<file path="config.mk">
export PLATFORM = sky130hd
export DESIGN_NAME = dram_row_seq
export DESIGN_NICKNAME = d
export VERILOG_FILES = /design/src/rtl/drs_pkg.sv /design/src/rtl/drs_wait_timer.sv /design/src/rtl/drs_row_tracker.sv /design/src/rtl/drs_rdata_pipe.sv /design/src/rtl/dram_row_seq.sv
export SDC_FILE = /design/constraint.sdc
export NUM_CORES = 1
export LEC_CHECK = 0
export ABC_CLOCK_PERIOD_IN_PS = 1900
export BUFFER_PORTS_ARGS = -buffer_cell sky130_fd_sc_hd__buf_2
export CAP_MARGIN = 20
export CORE_UTILIZATION = 45
export CTS_CLUSTER_DIAMETER = 100
export CTS_CLUSTER_SIZE = 20
export DETAILED_ROUTE_END_ITERATION = 12
export GPL_TIMING_DRIVEN = 0
export HOLD_SLACK_MARGIN = 0.02
export MAX_ROUTING_LAYER = met4
export PLACE_DENSITY = 0.72
export SETUP_SLACK_MARGIN = 0.1
export SLEW_MARGIN = 25
export SYNTH_ARGS = -nofsm -noshare
export SYNTH_HDL_FRONTEND = slang
export SYNTH_SLANG_ARGS = --single-unit
</file>
<file path="constraint.sdc">
create_clock -name clk -period 1.9 [get_ports clk]
set_input_delay 0.19 -clock clk [delete_from_list [all_inputs] [get_ports clk]]
set_output_delay 0.19 -clock clk [all_outputs]
set_load 0.05 [all_outputs]
</file>
<file path="src/rtl/drs_pkg.sv">
package drs_pkg;
   typedef enum logic [2:0] {
      CMD_NOP = 3'd0,
      CMD_ACT = 3'd1,
      CMD_RD  = 3'd2,
      CMD_WR  = 3'd3,
      CMD_PRE = 3'd4
   } drs_cmd_e;

   typedef enum logic [1:0] {
      ST_IDLE,
      ST_PRE_WAIT,
      ST_ACT_WAIT,
      ST_COL_WAIT
   } drs_state_e;

   function automatic int max3(int a, int b, int c);
      int m;
      m = (a > b) ? a : b;
      return (m > c) ? m : c;
   endfunction
endpackage

</file>
<file path="src/rtl/drs_wait_timer.sv">
module drs_wait_timer #(
   parameter int CNT_W = 4
) (
   input  logic             clk,
   input  logic             rst_n,
   input  logic             load,
   input  logic [CNT_W-1:0] load_val,
   output logic             done
);
   logic [CNT_W-1:0] cnt_q;

   always_ff @(posedge clk) begin
      if (!rst_n)
         cnt_q <= '0;
      else if (load)
         cnt_q <= load_val;
      else if (cnt_q != '0)
         cnt_q <= cnt_q - 1'b1;
   end

   assign done = (cnt_q == '0);
endmodule

</file>
<file path="src/rtl/drs_row_tracker.sv">
module drs_row_tracker #(
   parameter int ROW_W = 12
) (
   input  logic             clk,
   input  logic             rst_n,
   input  logic             open_en,
   input  logic [ROW_W-1:0] open_row,
   input  logic             close_en,
   input  logic [ROW_W-1:0] probe_row,
   output logic             is_open,
   output logic             is_hit
);
   logic [ROW_W-1:0] row_q;
   logic             open_q;

   always_ff @(posedge clk) begin
      if (!rst_n) begin
         open_q <= 1'b0;
         row_q  <= '0;
      end else if (close_en) begin
         open_q <= 1'b0;
      end else if (open_en) begin
         open_q <= 1'b1;
         row_q  <= open_row;
      end
   end

   assign is_open = open_q;
   assign is_hit  = open_q && (row_q == probe_row);
endmodule

</file>
<file path="src/rtl/drs_rdata_pipe.sv">
module drs_rdata_pipe #(
   parameter int LAT    = 4,
   parameter int DATA_W = 16
) (
   input  logic              clk,
   input  logic              rst_n,
   input  logic              launch,
   input  logic [DATA_W-1:0] bus_data,
   output logic              out_valid,
   output logic [DATA_W-1:0] out_data
);
   logic due;

   generate
      if (LAT == 1) begin : g_single
         logic stage_q;
         always_ff @(posedge clk) begin
            if (!rst_n) stage_q <= 1'b0;
            else        stage_q <= launch;
         end
         assign due = stage_q;
      end else begin : g_shift
         logic [LAT-1:0] stage_q;
         always_ff @(posedge clk) begin
            if (!rst_n) stage_q <= '0;
            else        stage_q <= {stage_q[LAT-2:0], launch};
         end
         assign due = stage_q[LAT-1];
      end
   endgenerate

   always_ff @(posedge clk) begin
      if (!rst_n) begin
         out_valid <= 1'b0;
         out_data  <= '0;
      end else begin
         out_valid <= due;
         if (due) out_data <= bus_data;
      end
   end
endmodule

</file>
<file path="src/rtl/dram_row_seq.sv">
module dram_row_seq #(
   parameter int ROW_W  = 12,
   parameter int COL_W  = 9,
   parameter int DATA_W = 16,
   parameter int T_RCD  = 3,
   parameter int T_CL   = 4,
   parameter int T_RP   = 3
) (
   input  logic                                      clk,
   input  logic                                      rst_n,
   input  logic                                      req_valid,
   output logic                                      req_ready,
   input  logic                                      req_write,
   input  logic [ROW_W-1:0]                          req_row,
   input  logic [COL_W-1:0]                          req_col,
   input  logic [DATA_W-1:0]                         req_wdata,
   output logic [2:0]                                cmd_o,
   output logic [((ROW_W > COL_W) ? ROW_W : COL_W)-1:0] dram_addr,
   output logic [DATA_W-1:0]                         dram_wdata,
   input  logic [DATA_W-1:0]                         dram_rdata,
   output logic                                      rd_valid,
   output logic [DATA_W-1:0]                         rd_data
);
   import drs_pkg::*;

   localparam int ADDR_W = (ROW_W > COL_W) ? ROW_W : COL_W;
   localparam int T_MAX  = max3(T_RCD, T_CL, T_RP);
   localparam int CNT_W  = $clog2(T_MAX + 1);

   generate
      if (!(DATA_W == 4 || DATA_W == 8 || DATA_W == 16 || DATA_W == 32)) begin : g_bad_width
         $error("DATA_W must be 4, 8, 16 or 32");
      end
      if (T_RCD < 1 || T_CL < 1 || T_RP < 1) begin : g_bad_timing
         $error("every wait count must be at least 1");
      end
      if (ROW_W < 1 || COL_W < 1) begin : g_bad_addr
         $error("address widths must be positive");
      end
   endgenerate

   drs_state_e        state_q, state_n;
   logic              lat_write;
   logic [ROW_W-1:0]  lat_row;
   logic [COL_W-1:0]  lat_col;
   logic [DATA_W-1:0] lat_wdata;

   drs_cmd_e          cmd_q, cmd_n;
   logic [ADDR_W-1:0] addr_q, addr_n;
   logic [DATA_W-1:0] wdata_q, wdata_n;

   logic              take;
   logic              tm_load, tm_done;
   logic [CNT_W-1:0]  tm_val;
   logic              row_open, row_hit;

   logic              sel_write;
   logic [COL_W-1:0]  sel_col;
   logic [DATA_W-1:0] sel_wdata;

   assign sel_write = take ? req_write : lat_write;
   assign sel_col   = take ? req_col   : lat_col;
   assign sel_wdata = take ? req_wdata : lat_wdata;

   assign req_ready = (state_q == ST_IDLE);

   always_comb begin
      state_n = state_q;
      cmd_n   = CMD_NOP;
      addr_n  = '0;
      wdata_n = wdata_q;
      tm_load = 1'b0;
      tm_val  = '0;
      take    = 1'b0;
      unique case (state_q)
         ST_IDLE: begin
            if (req_valid) begin
               take    = 1'b1;
               tm_load = 1'b1;
               if (row_hit) begin
                  cmd_n   = sel_write ? CMD_WR : CMD_RD;
                  addr_n  = ADDR_W'(sel_col);
                  wdata_n = sel_wdata;
                  tm_val  = CNT_W'(T_CL - 1);
                  state_n = ST_COL_WAIT;
               end else if (row_open) begin
                  cmd_n   = CMD_PRE;
                  tm_val  = CNT_W'(T_RP - 1);
                  state_n = ST_PRE_WAIT;
               end else begin
                  cmd_n   = CMD_ACT;
                  addr_n  = ADDR_W'(req_row);
                  tm_val  = CNT_W'(T_RCD - 1);
                  state_n = ST_ACT_WAIT;
               end
            end
         end
         ST_PRE_WAIT: begin
            if (tm_done) begin
               cmd_n   = CMD_ACT;
               addr_n  = ADDR_W'(lat_row);
               tm_load = 1'b1;
               tm_val  = CNT_W'(T_RCD - 1);
               state_n = ST_ACT_WAIT;
            end
         end
         ST_ACT_WAIT: begin
            if (tm_done) begin
               cmd_n   = sel_write ? CMD_WR : CMD_RD;
               addr_n  = ADDR_W'(sel_col);
               wdata_n = sel_wdata;
               tm_load = 1'b1;
               tm_val  = CNT_W'(T_CL - 1);
               state_n = ST_COL_WAIT;
            end
         end
         ST_COL_WAIT: begin
            if (tm_done) state_n = ST_IDLE;
         end
         default: state_n = ST_IDLE;
      endcase
   end

   always_ff @(posedge clk) begin
      if (!rst_n) begin
         state_q   <= ST_IDLE;
         cmd_q     <= CMD_NOP;
         addr_q    <= '0;
         wdata_q   <= '0;
         lat_write <= 1'b0;
         lat_row   <= '0;
         lat_col   <= '0;
         lat_wdata <= '0;
      end else begin
         state_q <= state_n;
         cmd_q   <= cmd_n;
         addr_q  <= addr_n;
         wdata_q <= wdata_n;
         if (take) begin
            lat_write <= req_write;
            lat_row   <= req_row;
            lat_col   <= req_col;
            lat_wdata <= req_wdata;
         end
      end
   end

   drs_wait_timer #(.CNT_W(CNT_W)) u_timer (
      .clk      (clk),
      .rst_n    (rst_n),
      .load     (tm_load),
      .load_val (tm_val),
      .done     (tm_done)
   );

   drs_row_tracker #(.ROW_W(ROW_W)) u_rows (
      .clk       (clk),
      .rst_n     (rst_n),
      .open_en   (cmd_n == CMD_ACT),
      .open_row  (addr_n[ROW_W-1:0]),
      .close_en  (cmd_n == CMD_PRE),
      .probe_row (req_row),
      .is_open   (row_open),
      .is_hit    (row_hit)
   );

   drs_rdata_pipe #(.LAT(T_CL), .DATA_W(DATA_W)) u_rpipe (
      .clk       (clk),
      .rst_n     (rst_n),
      .launch    (cmd_q == CMD_RD),
      .bus_data  (dram_rdata),
      .out_valid (rd_valid),
      .out_data  (rd_data)
   );

   assign cmd_o      = cmd_q;
   assign dram_addr  = addr_q;
   assign dram_wdata = wdata_q;
endmodule

</file>
# After elaboration in Yosys (flattened, before gate mapping)
# Cells that the tools add are included.
dict set report classes {
  reduce_logical 11
  add_sub_neg 1
  eq_ne 12
  bitwise 2
  n_mux 38
}
# op n
set ops {}
lappend ops {{16-bit 2-to-1 mux} 4}
lappend ops {{12-bit 2-to-1 mux} 4}
lappend ops {{12-bit one-hot mux with 3 select lines} 1}
lappend ops {{16-bit one-hot mux with 2 select lines} 1}
lappend ops {{2-bit 2-to-1 mux} 10}
lappend ops {{9-bit 2-to-1 mux} 2}
lappend ops {{3-bit 2-to-1 mux} 5}
lappend ops {{12-bit equality test} 1}
lappend ops {{3-bit one-hot mux with 3 select lines} 1}
lappend ops {{2-bit inequality test, second input constant} 4}
lappend ops {{2-bit one-hot mux with 4 select lines} 1}
lappend ops {{4-bit AND reduction} 2}
lappend ops {{1-bit 2-to-1 mux} 7}
lappend ops {{2-bit one-hot mux with 3 select lines} 1}
lappend ops {{2-bit equality test, second input constant} 2}
lappend ops {{2-bit nonzero test} 2}
lappend ops {{2-bit OR reduction} 2}
lappend ops {{3-bit by 1-bit equality test with 1-bit output, second input constant} 1}
lappend ops {{3-bit by 2-bit equality test with 1-bit output, second input constant} 1}
lappend ops {{3-bit equality test, second input constant} 1}
lappend ops {{3-bit zero test} 1}
lappend ops {{3-bit nonzero test} 1}
lappend ops {{3-bit by 1-bit subtractor with 3-bit output, second input constant} 1}
lappend ops {{2-bit by 1-bit equality test with 1-bit output, second input constant} 1}
lappend ops {{other kinds (6)} 7}
dict set report word_totals {
  ff_bits 108
  out_inout_bits 49
  input_bits 57
  word_cells 78
}

# Depth between registers and ports, before layout
dict set report logic_depth {
  ltp_word 10
  depth_mapped 10
  ltp_nobuf 8
}

# Cells and area by module
# Synthesis repeated with hierarchy kept, for this count alone.
dict set report hier_totals {
  cells_unflattened 452
  hier_area_um2 4456.8
}
# mod instances area_per_inst_um2 seq_area_each_um2 cells_per_inst
set modules_own_cells {}
lappend modules_own_cells {dram_row_seq 1 2885.3 1421.4 295}
lappend modules_own_cells {drs_rdata_pipe 1 752.0 420.4 62}
lappend modules_own_cells {drs_row_tracker 1 614.3 260.2 73}
lappend modules_own_cells {drs_wait_timer 1 205.2 60.1 22}

# Least setup slack after synthesis
# No wires, ideal clock.
dict set report synth_path {
  path_kind {register -> register}
  from {register state_q[0]}
  to {register wdata_q[10], in the netlist dram_wdata[10]}
  setup_slack_ps -244
  n_path_buf 2
  synth_period_minus_slack_ps 2144
  arrival_ps 2023
  setup_time_ps 121
  required_ps 1779
  stages_incl_launch_ff 9
  cell_sequence {dfxtp_1 -> inv_1 -> ha_1 -> nand3_1 -> a21oi_1 -> a32o_2 -> buf_6 -> buf_12 -> mux2_4}
}
dict set report synth_between {
  elab_chain_len 6
}
# item line_no
set synth_rtl {}
lappend synth_rtl {{from (decl)} dram_row_seq.sv:42} ;# drs_state_e state_q, state_n;
lappend synth_rtl {{from (signal assigned)} dram_row_seq.sv:135} ;# state_q <= state_n;
lappend synth_rtl {{2-bit zero test (*)} -}
lappend synth_rtl {{net req_ready} dram_row_seq.sv:12} ;# output logic req_ready,
lappend synth_rtl {{1-bit 2-to-1 mux} dram_row_seq.sv:75} ;# unique case (state_q)
lappend synth_rtl {{16-bit 2-to-1 mux} -}
lappend synth_rtl {{16-bit 2-to-1 mux} dram_row_seq.sv:80} ;# if (row_hit) begin
lappend synth_rtl {{16-bit 2-to-1 mux} dram_row_seq.sv:77} ;# if (req_valid) begin
lappend synth_rtl {{16-bit one-hot mux with 2 select lines} dram_row_seq.sv:75}
lappend synth_rtl {{to (signal assigned)} dram_row_seq.sv:138} ;# wdata_q <= wdata_n;
lappend synth_rtl {{to (decl)} dram_row_seq.sv:50} ;# logic [DATA_W-1:0] wdata_q, wdata_n;
# Mark *: on every way through the listed nets, which the timed path passes. The rest lies on a longest branch. The select of a mux whose other input is x is not followed.
# A chain may end at the register's enable or synchronous reset.

# Worst setup path after layout
dict set report layout_path {
  from {register u_rows.row_q[1]}
  to {register wdata_q[3], in the netlist dram_wdata[3]}
}
dict set report layout_between {
  elab_chain_len 4
}
# item line_no
set layout_rtl {}
lappend layout_rtl {{from (decl)} drs_row_tracker.sv:13} ;# logic [ROW_W-1:0] row_q;
lappend layout_rtl {{from (signal assigned)} drs_row_tracker.sv:24} ;# row_q <= open_row;
lappend layout_rtl {{12-bit equality test} drs_row_tracker.sv:29} ;# assign is_hit = open_q && (row_q == probe_row);
lappend layout_rtl {{1-bit logical AND} drs_row_tracker.sv:29}
lappend layout_rtl {{2-bit by 1-bit inequality test with 1-bit output (no source line)} -}
lappend layout_rtl {{4-bit AND reduction (no source line)} -}
# No other way between the ends.

==> impl_metrics.json <==
{
  "outcome": "finished, violations left",
  "failed_checks": "negative setup slack",
  "vias_per_cell": 5.135,
  "fin_setup_tns_ns": -0.5547,
  "cell_chosen_for_the_clock_root": "clkbuf_8",
  "die_w_um": 99.77,
  "dp_hpwl_um": 6998,
  "syn_std_cell_area_mm2": 0.004302,
  "drive_above_1_share": 0.4036,
  "fin_worst_skew_ns": 0.009651,
  "overflow": 0,
  "slew_headroom": 0.4625,
  "grt_antenna_before_repair": 0,
  "met3_track_usage_gr": 0.03691,
  "synth_cell_type_count": 37,
  "syn2layout_area_growth_pct": 35.46,
  "num_rows": 35,
  "count_of_input_and_output_buffers": 105,
  "detail_route.iter0.violations": 180,
  "syn-instance-count": 464,
  "worstPathRequired_ns": 2.17,
  "cts_sinks": 108,
  "firstDrtPassIters": 5,
  "routedWlPerCell_um": 15.22,
  "ir_drop_mv": 0.5855,
  "coreArea_mm2": 0.009240,
  "ctsHoldBuffers": 0,
  "max_freq_mhz": 513.7,
  "clock_tree_from_tritoncts": "yes",
  "timing.hold.worst.class": "input pin to register",
  "placement.cell_area_mm2": 0.005024,
  "place_congestion": 0.8219,
  "nets": 665,
  "worstSetupPathType": "register to register",
  "syn-num-nets": 527,
  "postLayoutSetupSlackWorst_ns": -0.04673,
  "endpoint_kind": "register",
  "routed-via-count": 3779,
  "setup_ws_pre_cts_ns": -0.2204,
  "clkTransAtPathRegs_ns": 0.11,
  "numPlacedInstances": 698,
  "crit_path_start_kind": "register",
  "syn-mean-instance-area_um2": 9.271,
  "grt.met2_usage": 0.3639,
  "final.period_utilization": 1.025,
  "grt_first_pass_wirelength_um": 16320,
  "clock_tree.htree_level_count": 3,
  "power_leakage_nw": 2.509,
  "grt.busiest_layer": "met2",
  "worstMarginPinSlew_ns": 0.8062,
  "pin_count_of_the_biggest_net_entering_global_routing": 20,
  "met1_usage": 0.2696,
  "final_util": 0.6306,
  "setup_violations": 18,
  "path_max_fanout": 4,
  "via_count_of_the_first_global_routing_pass": 3340,
  "max_cap_viol_count": 0,
  "final.min_clock_period_ns": 1.947,
  "clock_latency_ns": 0.38,
  "design.die.area_mm2": 0.009954,
  "pwr_density_cell_mw_per_mm2": 1324,
  "drc": 0,
  "num_io_pins": 106,
  "cp_data_arrival_time_ns": 2.22,
  "antenna-diode-count": 0,
  "grtUsageTotal": 0.2184,
  "timing.final.hold_violations": 0,
  "route.antenna.remaining_nets": 0,
  "chipHeight_um": 99.77,
  "postLayoutCellArea_mm2": 0.005827,
  "initial_core_util": 0.4655,
  "clk_path_buf_depth": 2,
  "seq_area_frac_synth": 0.5026,
  "yosys_warnings": 0,
  "postRouteWirelength_um": 11200,
  "yosys_register_bits": 108,
  "cts-buffers-inserted": 9,
  "slew_viol_final": 0,
  "setup_repair_after_global_routing_missed_its_margin": "true",
  "finish.cell_count_without_fillers": 736
}
-- flip-flops by register name (all words and copies together), names as in the netlist --
signal                   count
lat_row                     12
u_timer.cnt_q                3
state_q                      2
u_rpipe.g_shift.stage_q      4
cmd_o                        3
lat_col                      9
u_rpipe.out_valid            1
u_rows.is_open               1
dram_wdata                  16
lat_wdata                   16
lat_write                    1
dram_addr                   12
u_rows.row_q                12
u_rpipe.out_data            16
-- where the power goes --
group | leakage, nW | internal [mW] | switching [mW]
logic | 1.51 | 1.42 | 1.83
clock network | 0.110 | 0.765 | 0.838
registers | 0.885 | 2.65 | 0.218
total | 2.51 | 4.83 | 2.89
-- synth_stat cells, drive strengths merged --
library cell | n | area (µm²)
a211oi | 10 | 75.07
a21o | 1 | 7.510
nand2 | 87 | 326.6
xor2 | 1 | 8.760
inv | 12 | 45.04
clkbuf | 17 | 63.81
nor4 | 1 | 6.260
nand4 | 3 | 18.77
xnor2 | 12 | 105.1
mux2i | 21 | 210.2
and3 | 1 | 6.260
nor2 | 37 | 138.9
o311a | 1 | 10.01
o22ai | 1 | 6.260
nor3 | 8 | 45.04
nor4b | 1 | 8.760
nand3 | 2 | 10.01
and2 | 26 | 162.7
a32o | 1 | 11.26
buf | 13 | 85.08
mux2 | 17 | 229.0
a2bb2o | 5 | 90.09
dfxtp | 108 | 2162
a22oi | 12 | 90.09
o21a | 1 | 7.510
ha | 6 | 75.07
nand2b | 1 | 6.260
o21ai | 8 | 40.04
a21oi | 50 | 250.2
-- cell usage in the layout (no fill, tap or decap), types with 3 or more instances in the layout --
master | Yosys | layout
ha_4 | 0 | 3
o21ai_0 | 8 | 8
nand4_1 | 3 | 3
clkbuf_1 | 17 | 9
buf_8 | 0 | 4
buf_4 | 1 | 15
xnor2_2 | 0 | 5
dfxtp_1 | 108 | 97
mux2i_1 | 21 | 20
a22oi_1 | 12 | 5
nor2_1 | 37 | 32
dfxtp_2 | 0 | 11
clkbuf_4 | 0 | 3
buf_6 | 1 | 8
a211oi_2 | 0 | 9
nor3_1 | 7 | 6
a2bb2o_4 | 4 | 5
clkbuf_8 | 0 | 9
inv_2 | 0 | 5
a22oi_2 | 0 | 7
a21oi_2 | 0 | 5
xnor2_1 | 12 | 7
ha_1 | 6 | 3
nand2_1 | 87 | 86
clkbuf_2 | 0 | 4
nor2_4 | 0 | 5
and2_1 | 25 | 23
mux2_4 | 10 | 16
buf_2 | 7 | 110
inv_1 | 12 | 7
a21oi_1 | 50 | 45
-- cell type report --
type,count,area (µm²)
Timing Repair Buffer,127,748.2
Buffer,30,217.7
Tap cell,129,161.4
Sequential cell,108,2176
Clock buffer,9,123.9
Clock inverter,7,106.4
Multi-Input combinational cell,314,2248
Fill cell,784,3413
Inverter,12,45.04
-- what timing repair did --
item / CTS / global route
cloned: 2 / 2
setup buffers: 10 / 8
pin swaps: 12 / 20
gates resized for setup: 50 / 60
setup endpoints to repair: 55 / 54
-- kinds of logic (layout without fill, tap and decap cells) --
logic type,count (synthesis),count (layout),share of synthesized area
buf+inv,42,185,0.04508
compound gates,90,90,0.1367
mux,38,38,0.1021
simple gates,167,167,0.1696
xor+xnor,13,13,0.02647
fa+ha+maj,6,6,0.01745
flops,108,108,0.5026
-- final timing paths --
check | startpoint | endpoint | slack [ns] | cells past startpoint
worst min register to register | u_rpipe.g_shift.stage_q[2] | u_rpipe.g_shift.stage_q[3] | 0.45 | 1
worst max register to register | u_rows.row_q[1] | dram_wdata[3] | -0.05 | 7
worst min-delay path | dram_rdata[8] | u_rpipe.out_data[8] | 0.04 | 3
worst max-delay path | u_rows.row_q[1] | dram_wdata[3] | -0.05 | 7
-- worst max-delay path, cell delays in order (launching register included) --
cell and delay (ns):
dfxtp_2 0.34, xnor2_1 0.20, nand4_1 0.24, nor3_4 0.31
a32o_2 0.18, buf_6 0.14, buf_6 0.13, mux2_4 0.30
-- per-layer routing --
layer / up-vias / wire [µm] / share of wire
met4: 0 / 240 / 0.021
met1: 1782 / 4868 / 0.43
li1: 1834 / - / -
met5: - / 0 / 0
met3: 20 / 659 / 0.059
met2: 143 / 5430 / 0.48
-- per-stage QoR --
step | hold slack [ns] | total power, mW
floorplan | 0.3260 | 4.654
global placement | 0.4177 | 5.160
CTS | 0.03254 | 7.163
global route | 0.04025 | 8.098
detailed placement | 0.4210 | 5.219
finish | 0.03938 | 7.717
Note: power is estimated with default switching activity, not from simulation.
